--- src/rtl/iwin_pkg.sv ---
package iwin_pkg;
  localparam int NWIN     = 3;
  localparam int IDX_CTRL = 0;
  localparam int IDX_DIN  = 1;
  localparam int IDX_DOUT = 2;

  typedef enum logic [0:0] {
    ST_IDLE = 1'b0,
    ST_REQ  = 1'b1
  } seq_state_e;
endpackage

--- src/rtl/iwin_decode.sv ---
module iwin_decode
  import iwin_pkg::*;
#(
  parameter int                 HADDR_W  = 12,
  parameter logic [HADDR_W-1:0] CTRL_OFS = 12'h100,
  parameter logic [HADDR_W-1:0] DIN_OFS  = 12'h104,
  parameter logic [HADDR_W-1:0] DOUT_OFS = 12'h108
) (
  input  logic               host_sel_i,
  input  logic [HADDR_W-1:0] host_addr_i,
  output logic [NWIN-1:0]    hit_o
);
  localparam logic [HADDR_W-1:0] OFS [NWIN] = '{CTRL_OFS, DIN_OFS, DOUT_OFS};

  for (genvar g = 0; g < NWIN; g++) begin : g_hit
    assign hit_o[g] = host_sel_i && (host_addr_i == OFS[g]);
  end
endmodule

--- src/rtl/iwin_seq.sv ---
module iwin_seq
  import iwin_pkg::*;
#(
  parameter int DATA_W  = 32,
  parameter int TADDR_W = 8
) (
  input  logic               clk_i,
  input  logic               rst_ni,
  input  logic               ctrl_we_i,
  input  logic               go_i,
  input  logic               dir_i,
  input  logic [TADDR_W-1:0] addr_i,
  input  logic [DATA_W-1:0]  din_i,
  input  logic               tgt_ready_i,
  output logic               tgt_valid_o,
  output logic               tgt_write_o,
  output logic [TADDR_W-1:0] tgt_addr_o,
  output logic [DATA_W-1:0]  tgt_wdata_o,
  output logic               done_rd_o,
  output logic [DATA_W-1:0]  ctrl_word_o
);
  localparam int BUSY_BIT = DATA_W - 1;
  localparam int DIR_BIT  = TADDR_W;

  seq_state_e         state_q;
  logic               dir_q;
  logic [TADDR_W-1:0] addr_q;
  logic [DATA_W-1:0]  wdata_q;
  logic               busy;

  assign busy = (state_q == ST_REQ);

  always_ff @(posedge clk_i or negedge rst_ni) begin
    if (!rst_ni) begin
      state_q <= ST_IDLE;
      dir_q   <= 1'b0;
      addr_q  <= '0;
      wdata_q <= '0;
    end else begin
      unique case (state_q)
        ST_IDLE: begin
          if (ctrl_we_i) begin
            dir_q  <= dir_i;
            addr_q <= addr_i;
            if (go_i) begin
              wdata_q <= din_i;  // snapshot: later data-in writes do not disturb the request
              state_q <= ST_REQ;
            end
          end
        end
        ST_REQ: if (tgt_ready_i) state_q <= ST_IDLE;
        default: state_q <= ST_IDLE;
      endcase
    end
  end

  assign tgt_valid_o = busy;
  assign tgt_write_o = dir_q;
  assign tgt_addr_o  = addr_q;
  assign tgt_wdata_o = wdata_q;
  assign done_rd_o   = busy && tgt_ready_i && !dir_q;

  always_comb begin
    ctrl_word_o                = '0;
    ctrl_word_o[BUSY_BIT]      = busy;
    ctrl_word_o[DIR_BIT]       = dir_q;
    ctrl_word_o[TADDR_W-1:0]   = addr_q;
  end

  assert_start_from_cmd_R2: assert property (@(posedge clk_i) disable iff (!rst_ni)
    $rose(tgt_valid_o) |-> $past(ctrl_we_i && go_i));

  assert_req_hold_R4: assert property (@(posedge clk_i) disable iff (!rst_ni)
    (tgt_valid_o && !tgt_ready_i) |=> (tgt_valid_o && $stable(tgt_addr_o)
      && $stable(tgt_write_o) && $stable(tgt_wdata_o)));

  assert_req_drop_R4: assert property (@(posedge clk_i) disable iff (!rst_ni)
    (tgt_valid_o && tgt_ready_i) |=> !tgt_valid_o);

  assert_busy_cmd_ignored_R7: assert property (@(posedge clk_i) disable iff (!rst_ni)
    (tgt_valid_o && ctrl_we_i) |=> ($stable(tgt_addr_o) && $stable(tgt_write_o)
      && $stable(tgt_wdata_o)));
endmodule

--- src/rtl/iwin_regs.sv ---
module iwin_regs
  import iwin_pkg::*;
#(
  parameter int DATA_W = 32
) (
  input  logic              clk_i,
  input  logic              rst_ni,
  input  logic [NWIN-1:0]   hit_i,
  input  logic              host_wr_i,
  input  logic [DATA_W-1:0] host_wdata_i,
  input  logic [DATA_W-1:0] ctrl_word_i,
  input  logic              done_rd_i,
  input  logic [DATA_W-1:0] tgt_rdata_i,
  output logic [DATA_W-1:0] din_o,
  output logic [DATA_W-1:0] rdata_o
);
  logic [DATA_W-1:0] din_q;
  logic [DATA_W-1:0] dout_q;

  always_ff @(posedge clk_i or negedge rst_ni) begin
    if (!rst_ni) begin
      din_q  <= '0;
      dout_q <= '0;
    end else begin
      if (hit_i[IDX_DIN] && host_wr_i) din_q <= host_wdata_i;
      if (done_rd_i) dout_q <= tgt_rdata_i;  // host writes to data-out have no path here
    end
  end

  assign din_o = din_q;

  always_comb begin
    rdata_o = '0;
    if (!host_wr_i) begin
      if (hit_i[IDX_CTRL])      rdata_o = ctrl_word_i;
      else if (hit_i[IDX_DIN])  rdata_o = din_q;
      else if (hit_i[IDX_DOUT]) rdata_o = dout_q;
    end
  end

  assert_dout_capture_R5: assert property (@(posedge clk_i) disable iff (!rst_ni)
    done_rd_i |=> (dout_q == $past(tgt_rdata_i)));

  assert_dout_hold_R9: assert property (@(posedge clk_i) disable iff (!rst_ni)
    !done_rd_i |=> $stable(dout_q));
endmodule

--- src/rtl/iwin_bridge.sv ---
module iwin_bridge
  import iwin_pkg::*;
#(
  parameter int                 HADDR_W  = 12,
  parameter int                 DATA_W   = 32,
  parameter int                 TADDR_W  = 8,
  parameter logic [HADDR_W-1:0] CTRL_OFS = 12'h100,
  parameter logic [HADDR_W-1:0] DIN_OFS  = 12'h104,
  parameter logic [HADDR_W-1:0] DOUT_OFS = 12'h108
) (
  input  logic               clk_i,
  input  logic               rst_ni,
  input  logic               host_sel_i,
  input  logic               host_wr_i,
  input  logic [HADDR_W-1:0] host_addr_i,
  input  logic [DATA_W-1:0]  host_wdata_i,
  output logic [DATA_W-1:0]  host_rdata_o,
  output logic               tgt_valid_o,
  output logic               tgt_write_o,
  output logic [TADDR_W-1:0] tgt_addr_o,
  output logic [DATA_W-1:0]  tgt_wdata_o,
  input  logic               tgt_ready_i,
  input  logic [DATA_W-1:0]  tgt_rdata_i
);
  localparam int GO_BIT  = DATA_W - 1;
  localparam int DIR_BIT = TADDR_W;

  logic [NWIN-1:0]   hit;
  logic [DATA_W-1:0] din;
  logic [DATA_W-1:0] ctrl_word;
  logic              done_rd;

  iwin_decode #(
    .HADDR_W (HADDR_W),
    .CTRL_OFS(CTRL_OFS),
    .DIN_OFS (DIN_OFS),
    .DOUT_OFS(DOUT_OFS)
  ) u_decode (
    .host_sel_i (host_sel_i),
    .host_addr_i(host_addr_i),
    .hit_o      (hit)
  );

  iwin_seq #(
    .DATA_W (DATA_W),
    .TADDR_W(TADDR_W)
  ) u_seq (
    .clk_i      (clk_i),
    .rst_ni     (rst_ni),
    .ctrl_we_i  (hit[IDX_CTRL] && host_wr_i),
    .go_i       (host_wdata_i[GO_BIT]),
    .dir_i      (host_wdata_i[DIR_BIT]),
    .addr_i     (host_wdata_i[TADDR_W-1:0]),
    .din_i      (din),
    .tgt_ready_i(tgt_ready_i),
    .tgt_valid_o(tgt_valid_o),
    .tgt_write_o(tgt_write_o),
    .tgt_addr_o (tgt_addr_o),
    .tgt_wdata_o(tgt_wdata_o),
    .done_rd_o  (done_rd),
    .ctrl_word_o(ctrl_word)
  );

  iwin_regs #(
    .DATA_W(DATA_W)
  ) u_regs (
    .clk_i       (clk_i),
    .rst_ni      (rst_ni),
    .hit_i       (hit),
    .host_wr_i   (host_wr_i),
    .host_wdata_i(host_wdata_i),
    .ctrl_word_i (ctrl_word),
    .done_rd_i   (done_rd),
    .tgt_rdata_i (tgt_rdata_i),
    .din_o       (din),
    .rdata_o     (host_rdata_o)
  );
endmodule

--- config.mk ---
export PLATFORM = sky130hd
export DESIGN_NAME = iwin_bridge
export DESIGN_NICKNAME = d
export VERILOG_FILES = /design/src/rtl/iwin_pkg.sv /design/src/rtl/iwin_decode.sv /design/src/rtl/iwin_seq.sv /design/src/rtl/iwin_regs.sv /design/src/rtl/iwin_bridge.sv
export SDC_FILE = /design/constraint.sdc
export NUM_CORES = 1
export LEC_CHECK = 0
export BUFFER_PORTS_ARGS = -buffer_cell sky130_fd_sc_hd__buf_2
export CORE_UTILIZATION = 51
export CTS_CLUSTER_SIZE = 8
export DETAILED_ROUTE_END_ITERATION = 8
export HOLD_SLACK_MARGIN = 0.02
export PLACE_DENSITY = 0.8
export SYNTH_ARGS = -nofsm -noshare
export SYNTH_HDL_FRONTEND = slang
export SYNTH_SLANG_ARGS = --single-unit
--- constraint.sdc ---
create_clock -name clk_i -period 1.75 [get_ports clk_i]
set_input_delay 0.175 -clock clk_i [delete_from_list [all_inputs] [get_ports clk_i]]
set_output_delay 0.175 -clock clk_i [all_outputs]
set_load 0.02 [all_outputs]
* Word-level counts from Yosys, hierarchy flattened
Cells that the tools add are included.
Cells by class: reductions and logical operators 10, eq/ne operators 3, muxes and demuxes 8, bitwise logic cells 1
Operators by type and width (count):
- $mux W32 | 4
- $eq A12 B9 Y1 const B | 3
- $logic_and A1 B1 Y1 | 7
- $mux W1 | 3
- $reduce_and A3 Y1 | 1
- $pmux W1 S2 | 1
- $reduce_and A2 Y1 | 1
- $logic_not A1 Y1 | 1
- $not A1 Y1 | 1
Word-level totals: register bits 106, input bits 81, output and inout bits 74

* Depth between registers and ports, before layout
Gate-level depths: netlist (run 1).
depth in word-level cells 6, mapped depth 5, mapped depth without buffers 3

* Cells and area by module
Synthesis (run 1) repeated with hierarchy kept, for this count alone.
Unflattened totals: cells, all modules 420, area, all modules 5474.0 um2
By module, submodules not included:
- iwin_regs | instances 1, area each 3553.4 um2, cells each 285, sequential area each 1601.5 um2
- iwin_seq | instances 1, area each 1838.0 um2, cells each 125, sequential area each 1051.0 um2
- iwin_decode | instances 1, area each 76.3 um2, cells each 9, sequential area each 0.0 um2
- iwin_bridge | instances 1, area each 6.3 um2, cells each 1, sequential area each 0.0 um2

* Least setup slack after synthesis (run 1)
Ideal clock, no wire load.
path type register to register, from register u_seq.state_q (netlist: u_seq.tgt_valid_o), to register u_seq.wdata_q[10] (netlist: u_seq.tgt_wdata_o[10]), arrival 1559 ps, setup slack 66 ps, path buffers 1, stages on the path, launching flop included 5, required time 1625 ps, cells stage by stage dfrtp_1 nor4b_2 nand4_4 buf_6 mux2_4
Between the ends: word-level cells in the longest chain between the ends 2
Ends and longest elaborated chain:
- from (decl) | RTL line iwin_seq.sv:25 | seq_state_e state_q;
- from (signal assigned) | RTL line iwin_seq.sv:35 | state_q <= ST_IDLE;
- from (signal assigned) | RTL line iwin_seq.sv:47 | state_q <= ST_REQ;
- from (signal assigned) | RTL line iwin_seq.sv:51 | ST_REQ: if (tgt_ready_i) state_q <= ST_IDLE;
- $not A1 Y1 (no source line)
- $reduce_and A3 Y1 (no source line)
- to (signal assigned) | RTL line iwin_seq.sv:46 | wdata_q <= din_i;
- to (decl) | RTL line iwin_seq.sv:28 | logic [DATA_W-1:0] wdata_q;
Every way passes these cells. A chain may end at the register's enable or synchronous reset.

* Worst setup path after layout (run 1)
from input port host_addr_i[4], to output port host_rdata_o[3]
Between the ends: word-level cells in the longest chain between the ends 6, elaborated cells between the ends (all ways) 10, classes of those cells eq/ne: 3; mux: 4; reduce/logical: 3
Ends and longest elaborated chain:
- from (decl) | RTL line iwin_bridge.sv:15 | input logic [HADDR_W-1:0] host_addr_i,
- $eq A12 B9 Y1 | RTL line iwin_decode.sv:16 | assign hit_o[g] = host_sel_i && (host_addr_i == OFS[g]);
- $logic_and A1 B1 Y1 | RTL line iwin_decode.sv:16
- $mux W32 | RTL line iwin_regs.sv:37 | else if (hit_i[IDX_DOUT]) rdata_o = dout_q;
- $mux W32 | RTL line iwin_regs.sv:36 | else if (hit_i[IDX_DIN]) rdata_o = din_q;
- $mux W32 * | RTL line iwin_regs.sv:35 | if (hit_i[IDX_CTRL]) rdata_o = ctrl_word_i;
- $mux W32 * | RTL line iwin_regs.sv:34 | if (!host_wr_i) begin
- to (decl) | RTL line iwin_bridge.sv:17 | output logic [DATA_W-1:0] host_rdata_o,
Mark *: on every way between the ends. The rest lies on a longest branch, timed or not.

==> metrics.md, run 1 <==
| Metric | Value |
|---|---|
| Worst setup startpoint | `host_addr_i[4]` |
| Die width | `100 µm` |
| Clock buffer depth | `2` |
| WP buf/inv | `4` |
| Post-Syn Area per Cell | `14.8 µm²` |
| Max incr delay on CP | `0.32 ns` |
| Crit-path slowest cell | `nor4b_4` |
| Die ar. | `about 0.01 mm²` |
| Reg-to-Reg Start | `u_seq.tgt_valid_o` |
| H-tree levels | `3` |
| Total chip power | `4410 µW` |
| Tcrit/Tclk final | `0.980` |
| Hold Violations, Final | `0` |
| Initial antenna violation count | `2` |
| Via count | `3430` |
| Max Slew Vio Count | `0` |
| CP startpoint kind | `input port` |
| Leakage | `0.00335 µW` |
| Die span in y | `around 100 µm` |
| Total Nets Final | `588` |
| Layout cell share with drive strength beyond 1 | `0.629` |
| GRT busiest layer | `met2` |
| CP required | `1.57 ns` |
| Final hold slack | `0.0434 ns` |
| Unrepaired setup endpoints after global routing | `no` |
| Power Density | `706 mW/mm²` |
| Drt total wl | `11600 µm` |
| Area delta synth->final | `27.1%` |
| CP endpoint | `host_rdata_o[3]` |
| Met1 usage | `0.311` |
| Critical path depth in cells | `7` |
| GR Layer Usage met2 | `0.404` |
| Final setup viols | `0` |
| CP cell instances | `buf_2, nor4b_4, buf_4, nand4_2, buf_6, o221a_2, buf_2` |
| Max-cap violation count | `0` |
| Syn_nets | `414` |
| FF-to-FF path depth | `4` |
| Clock Sink Count | `106` |
| DR iter-0 viols | `between 100 and 150` |
| Netlist Area Pre-Place | `around 0.0049 mm²` |
| Status | `finished clean` |
| Crit Path Max Fanout | `8` |
| Core Rows | `35` |
| Placed cell area | `between 0.005 and 0.006 mm²` |
| Synth cell types | `29` |
| RD Place Congestion | `0.772` |
| Kind of cell adding the most delay to the critical path | `buffers and inverters` |
| Clock tree from TritonCTS | `yes` |
| Hold crit path type | `in2reg` |
| CP endpoint kind | `primary output` |
| Yosys warns | `0` |
| Most frequent CP cell | `buf_2` |
| Pin count of the biggest net entering global routing | `39` |
| Number of CTS-inserted buffers | `9` |
| Initial Utilization | `0.530` |
| DPL Wire Length | `8390 µm` |
| Worst skew pair latency | `0.36 ns` |
| Clock slew at reported path FFs | `0.11 ns` |
| Port Buffers | `154` |
| Critical path type | `in2out` |
| Post-DR wirelength/cell | `17.9 µm` |
| Crit path DAT | `1.54 ns` |
| Share of the yosys chip area belonging to registers | `0.539` |
| F_max | `583 MHz` |
| Actual slew at the worst max-slew pin | `0.457 ns` |
| Gr ovfl total | `0` |
| Via density | `5.33` |
| GR Util All Layers | `0.240` |
| CTS root buf | `clkbuf_8` |
| Worst clock skew | `0.0133 ns` |
| First-pass GRT wire length | `18600 µm` |
| Met3 Track Usage GR | `0.0446` |
| Core Region | `slightly above 0.009 mm²` |
| Antenna viol nets, final | `0` |
| #FFs+latches synth | `between 100 and 150` |
| Reg2reg end | `u_seq.tgt_wdata_o[13]` |
| Remaining DRCs | `0` |
| Worst IR Drop VDD | `410 µV` |
| Post-route cell area | `between 0.006 and 0.007 mm²` |
| I/O pin count | `155` |
| Minimum clock period | `1.71 ns` |
| Slew HR | `0.696` |
| R2R Setup Slk | `0.11 ns` |
| Vias in the first global route | `3672` |
| Router iterations before antenna repair | `5` |
| Synthesized netlist cell count | `333` |
## sequential cells by signal, summed over array words and instances (netlist names)
name and cells:
u_regs.dout_q 32, u_regs.din_o 32, u_seq.tgt_wdata_o 32, u_seq.tgt_addr_o 8, u_seq.tgt_valid_o 1, u_seq.tgt_write_o 1
## cells by family after synthesis
logic type | share of synthesized area
multiplexers | 0.287
flip-flops | 0.539
AND/OR/NAND/NOR | 0.0689
AO/OA/AOI/OAI | 0.0654
buffers and inverters | 0.0392
## worst reg2reg max path, stage by stage (launching register included)
cell	delay [ns]
dfrtp_1	0.42
nor4b_2	0.41
nand4_4	0.17
buf_12	0.22
mux2_4	0.32
## through the flow
stage | std cells | setup TNS, ns | setup slack (ns) | util
final | 644 | 0 | 0.0351 | 0.674
after global routing | 642 | 0 | 0.0150 | 0.673
after CTS | 641 | 0 | 0.0240 | 0.673
after detailed placement | 619 | -0.885 | -0.0525 | 0.645
after global placement | 619 | -0.0698 | -0.00535 | 0.645
after floorplan | 333 | 0 | 0.0662 | -
## power by group
group          leakage, µW  total (µW)  internal, µW  switching, µW
Combinational      0.00180         335           173            162
Sequential         0.00145        2550          2510           34.7
Clock            0.0000979        1530           682            848
## synthesized netlist by cell type (all sizes together)
library cell	number	area [µm²]
a21oi	10	50.1
inv	10	37.5
nor2b	11	68.8
and4	1	8.76
a22oi	22	165
nor4b	4	71.3
buf	9	114
nor2	23	86.3
clkbuf	11	41.3
nand2	1	3.75
o221a	9	101
or2	1	6.26
nand4	3	46.3
nand3b	1	7.51
and4b	1	11.3
mux2i	1	10.0
nor3	1	10.0
o21ai	1	5.00
mux2	105	1400
nand4b	1	8.76
dfrtp	106	2650
and3b	1	10.0
## cell type report
type | instances | area, µm²
inverters | 10 | 37.5
repair buffers | 182 | 1100
multi-input cells | 198 | 2090
fillers | 703 | 3030
clock inverters | 6 | 72.6
well taps | 129 | 161
clock buffers | 10 | 128
diodes | 3 | 7.51
flip-flops and latches | 106 | 2650
## cells in the final DEF (no fill, tap or decap), drive strengths merged
cell and n:
clkinv 1, clkinvlp 1, and4 1, nand2 1, buf 180, a21oi 10, diode 3, and4b 2
o21ai 1, nor2b 11, dlygate4sd3 2, nor3 1, nor2 23, nand4 3, dfrtp 106, inv 13
bufinv 1, nand3b 1, a22oi 22, mux2 105, and3b 1, clkbuf 10, nor4b 4, nand4b 1
or2 1, o221a 9, mux2i 1
## worst min path at each step
stage                          start                   end  cells after the start
floorplan                     rst_ni       u_regs.din_o[0]                      0
global placement              rst_ni  u_seq.tgt_wdata_o[4]                      1
detailed placement            rst_ni  u_seq.tgt_wdata_o[4]                      1
CTS                 host_wdata_i[27]      u_regs.din_o[27]                      2
global route        host_wdata_i[20]      u_regs.din_o[20]                      2
finish               tgt_rdata_i[22]     u_regs.dout_q[22]                      2
## repair_timing
item / CTS / global route
endpoints found under the hold margin: 34 / 0
cloned: 1 / 0
endpoints found under the setup margin: 4 / 3
hold buffers: 2 / 0
buffers inserted: 3 / 0
pin swaps: 2 / 1
gates resized for setup: 0 / 1
## layer usage
metal / up-vias / wire length [µm]
met2: 102 / 5870
met4: 0 / 221
met5: - / 0
met1: 1760 / 5020
met3: 18 / 442
li1: 1550 / -
Note: power is estimated with default switching activity, not from simulation.
==> run 2, diff against run 1 <==
==> constraint.sdc (replaced) <==
create_clock -name clk_i -period 1.75 [get_ports clk_i]
set_input_delay 0.175 -clock clk_i [delete_from_list [all_inputs] [get_ports clk_i]]
set_output_delay 0.175 -clock clk_i [all_outputs]
set_load 0.1 [all_outputs]
==> run 2 against run 1 <==
Non-clock buffer count increased by 13. First-iteration DRC count is 23% lower. Critical path type unchanged. Clock-buffer cell count unchanged. Clock skew fell by 0.0035 ns. The flow now finishes with violations (negative setup slack). Highest routed layer unchanged. Largest cell class unchanged. Maximum frequency fell by 2.4%. Register-to-register slack lost 0.07 ns. Sequential power is essentially flat. Power is 5.8% higher. Worst hold slack worse by 0.013 ns. Core utilization grew 10 points.
==> metrics.md, run 2 (synthesized netlist as in run 1, its figures left out) <==
| Metric | Value |
|---|---|
| Status | `finished, violations left` |
| Failing checks | `negative setup slack` |
| CP endpoint kind | `primary output` |
| Most frequent CP cell | `buf_12` |
| Pin count of the biggest net entering global routing | `65 (+67%)` |
| Tcrit/Tclk final | `1.00 (+0.0245)` |
| DPL Wire Length | `8800 µm (+4.9%)` |
| Final setup viols | `1 (+1)` |
| I/O pin count | `155 (unchanged)` |
| Crit path DAT | `1.58 ns (+0.04 ns)` |
| Vias in the first global route | `3807 (+3.7%)` |
| Layout cell share with drive strength beyond 1 | `0.674 (+0.0448)` |
| Post-DR wirelength/cell | `19.3 µm (+7.8%)` |
| Via count | `3525 (+2.8%)` |
| Number of fill cells | `591 (-16%)` |
| Core Region | `0.00928 mm² (unchanged)` |
| Final Non-Filler Cells | `653 (+1.4%)` |
| Antenna viol nets, final | `0 (unchanged)` |
| Critical path type | `in2out` |
| Max Slew Vio Count | `0 (unchanged)` |
| CP startpoint kind | `input port` |
| Router iterations before antenna repair | `4 (-1)` |
| Worst clock skew | `0.00976 ns (-0.00352 ns)` |
| H-tree levels | `3 (unchanged)` |
| Worst IR Drop VDD | `596 µV (+45%)` |
| Initial Utilization | `0.530 (unchanged)` |
| Via density | `5.40 (+1.4%)` |
| Clock tree from TritonCTS | `yes` |
| Max incr delay on CP | `0.42 ns (+0.10 ns)` |
| Clock Sink Count | `106 (unchanged)` |
| Clock buffer depth | `2 (unchanged)` |
| Initial antenna violation count | `0 (-2)` |
| Hold Violations, Final | `0 (unchanged)` |
| Crit-path slowest cell | `nor4b_4` |
| Remaining DRCs | `0 (unchanged)` |
| GR Util All Layers | `0.257 (+0.0169)` |
| Cells after DPL | `620 (+0.16%)` |
| WP buf/inv | `3 (-1)` |
| Commonest non-fill, non-tap cells in the layout | `buf_2, dfrtp_1, mux2_4` |
| Total Nets Final | `600 (+2.0%)` |
| Pre-CTS WS | `-0.0201 ns (+0.0324 ns)` |
| CP cell instances | `buf_6, nor4b_4, nand4_2, buf_12, o221a_4, buf_12` |
| Final hold slack | `0.0302 ns (-0.0132 ns)` |
| Fin util | `0.776 (+0.102)` |
| Leading cell type in the layout, fill and taps excluded | `buf_2` |
| Crit Path Max Fanout | `7 (-1)` |
| Core Rows | `35 (unchanged)` |
| Die ar. | `0.0100 mm² (unchanged)` |
| Gr ovfl total | `0 (unchanged)` |
| Die span in y | `100 µm (unchanged)` |
| CP required | `1.57 ns (about the same)` |
| Slack of the critical path | `-0.00784 ns (-0.0429 ns)` |
| Unrepaired setup endpoints after global routing | `yes` |
| Die width | `100 µm (unchanged)` |
| Kind of cell adding the most delay to the critical path | `simple AND/OR/NAND/NOR gates` |
| First-pass GRT wire length | `19600 µm (+5.2%)` |
| Minimum clock period | `1.76 ns (+0.0429 ns)` |
| Drt total wl | `12600 µm (+9.3%)` |
| Actual slew at the worst max-slew pin | `0.509 ns (+0.0522 ns)` |
| Clock slew at reported path FFs | `0.10 ns (about the same)` |
| Number of CTS-inserted buffers | `9 (unchanged)` |
| Leakage | `0.00354 µW (+5.4%)` |
| DR iter-0 viols | `113 (-23%)` |
| F_max | `569 MHz (-2.4%)` |
| Worst skew pair latency | `0.37 ns (about the same)` |
| CTS root buf | `clkbuf_8` |
| Slew HR | `0.663 (-0.0324)` |
| Power Density | `648 mW/mm² (-8.1%)` |
| Max-cap violation count | `0 (unchanged)` |
| Port Buffers | `154 (unchanged)` |
| RD Place Congestion | `0.831 (+7.6%)` |
| Area delta synth->final | `46.4%` |
| Hold crit path type | `in2reg` |
| Antenna cells | `0 (-3)` |
run 2: final timing paths:
kind | startpoint | to | slack [ns] | cells past startpoint
hold reg to reg | u_regs.dout_q[7] | u_regs.dout_q[7] | 0.51 | 1
min in group asynchronous | rst_ni | u_regs.dout_q[2] | 0.26 | 2
hold / removal | tgt_rdata_i[10] | u_regs.dout_q[10] | 0.03 | 2
setup reg to reg | u_seq.tgt_valid_o | u_seq.tgt_wdata_o[27] | 0.04 | 4
max in group asynchronous | rst_ni | u_seq.tgt_wdata_o[25] | 0.83 | 3
setup / recovery | host_addr_i[7] | host_rdata_o[7] | -0.008 | 6
run 2: layer usage:
metal / global-route usage / wire length, µm
met5: 0 / 0
met4: 0.103 / 304
met3: 0.0522 / 607
met2: 0.443 / 6530
met1: 0.318 / 5190
run 2: worst register-to-register path: cells and delay by family (launching register included):
kind | cells | cell delay, ns
buffers and inverters | 1 | 0.22
multiplexers | 1 | 0.33
flip-flops | 1 | 0.52
AND/OR/NAND/NOR | 2 | 0.53
run 2: what timing repair did:
item	CTS	global route
hold buffers	9	2
endpoints found under the setup margin	9	38
resized for setup	0	9
gates cloned	0	2
setup buffers	1	3
endpoints found under the hold margin	31	2
pin swaps	1	4
run 2: report_power, final:
group	switching, µW	internal [µW]
Sequential	34.8	2510
Clock	876	866
Combinational	186	193
run 2: metrics by stage:
| stage | cell area [µm²] | total power [µW] | TNS, ns |
|---|---|---|---|
| 4_1_cts | 7090 | 4680 | 0 |
| 6_report | 7200 | 4670 | -0.00784 |
| 2_1_floorplan | 5190 | 2730 | -5.06 |
| 3_5_place_dp | 6750 | 2950 | -0.0832 |
| 5_1_grt | 7200 | 4820 | -1.26 |
| 3_3_place_gp | 6750 | 2930 | 0 |
run 2: cell type report:
class                   count  area [µm²]  share of cell area
inverters                  10        37.5             0.00521
clock buffers              10         138              0.0191
well taps                 129         161              0.0224
flip-flops and latches    106        2660               0.369
multi-input cells         197        2350               0.327
repair buffers            195        1760               0.244
clock inverters             6        96.3              0.0134
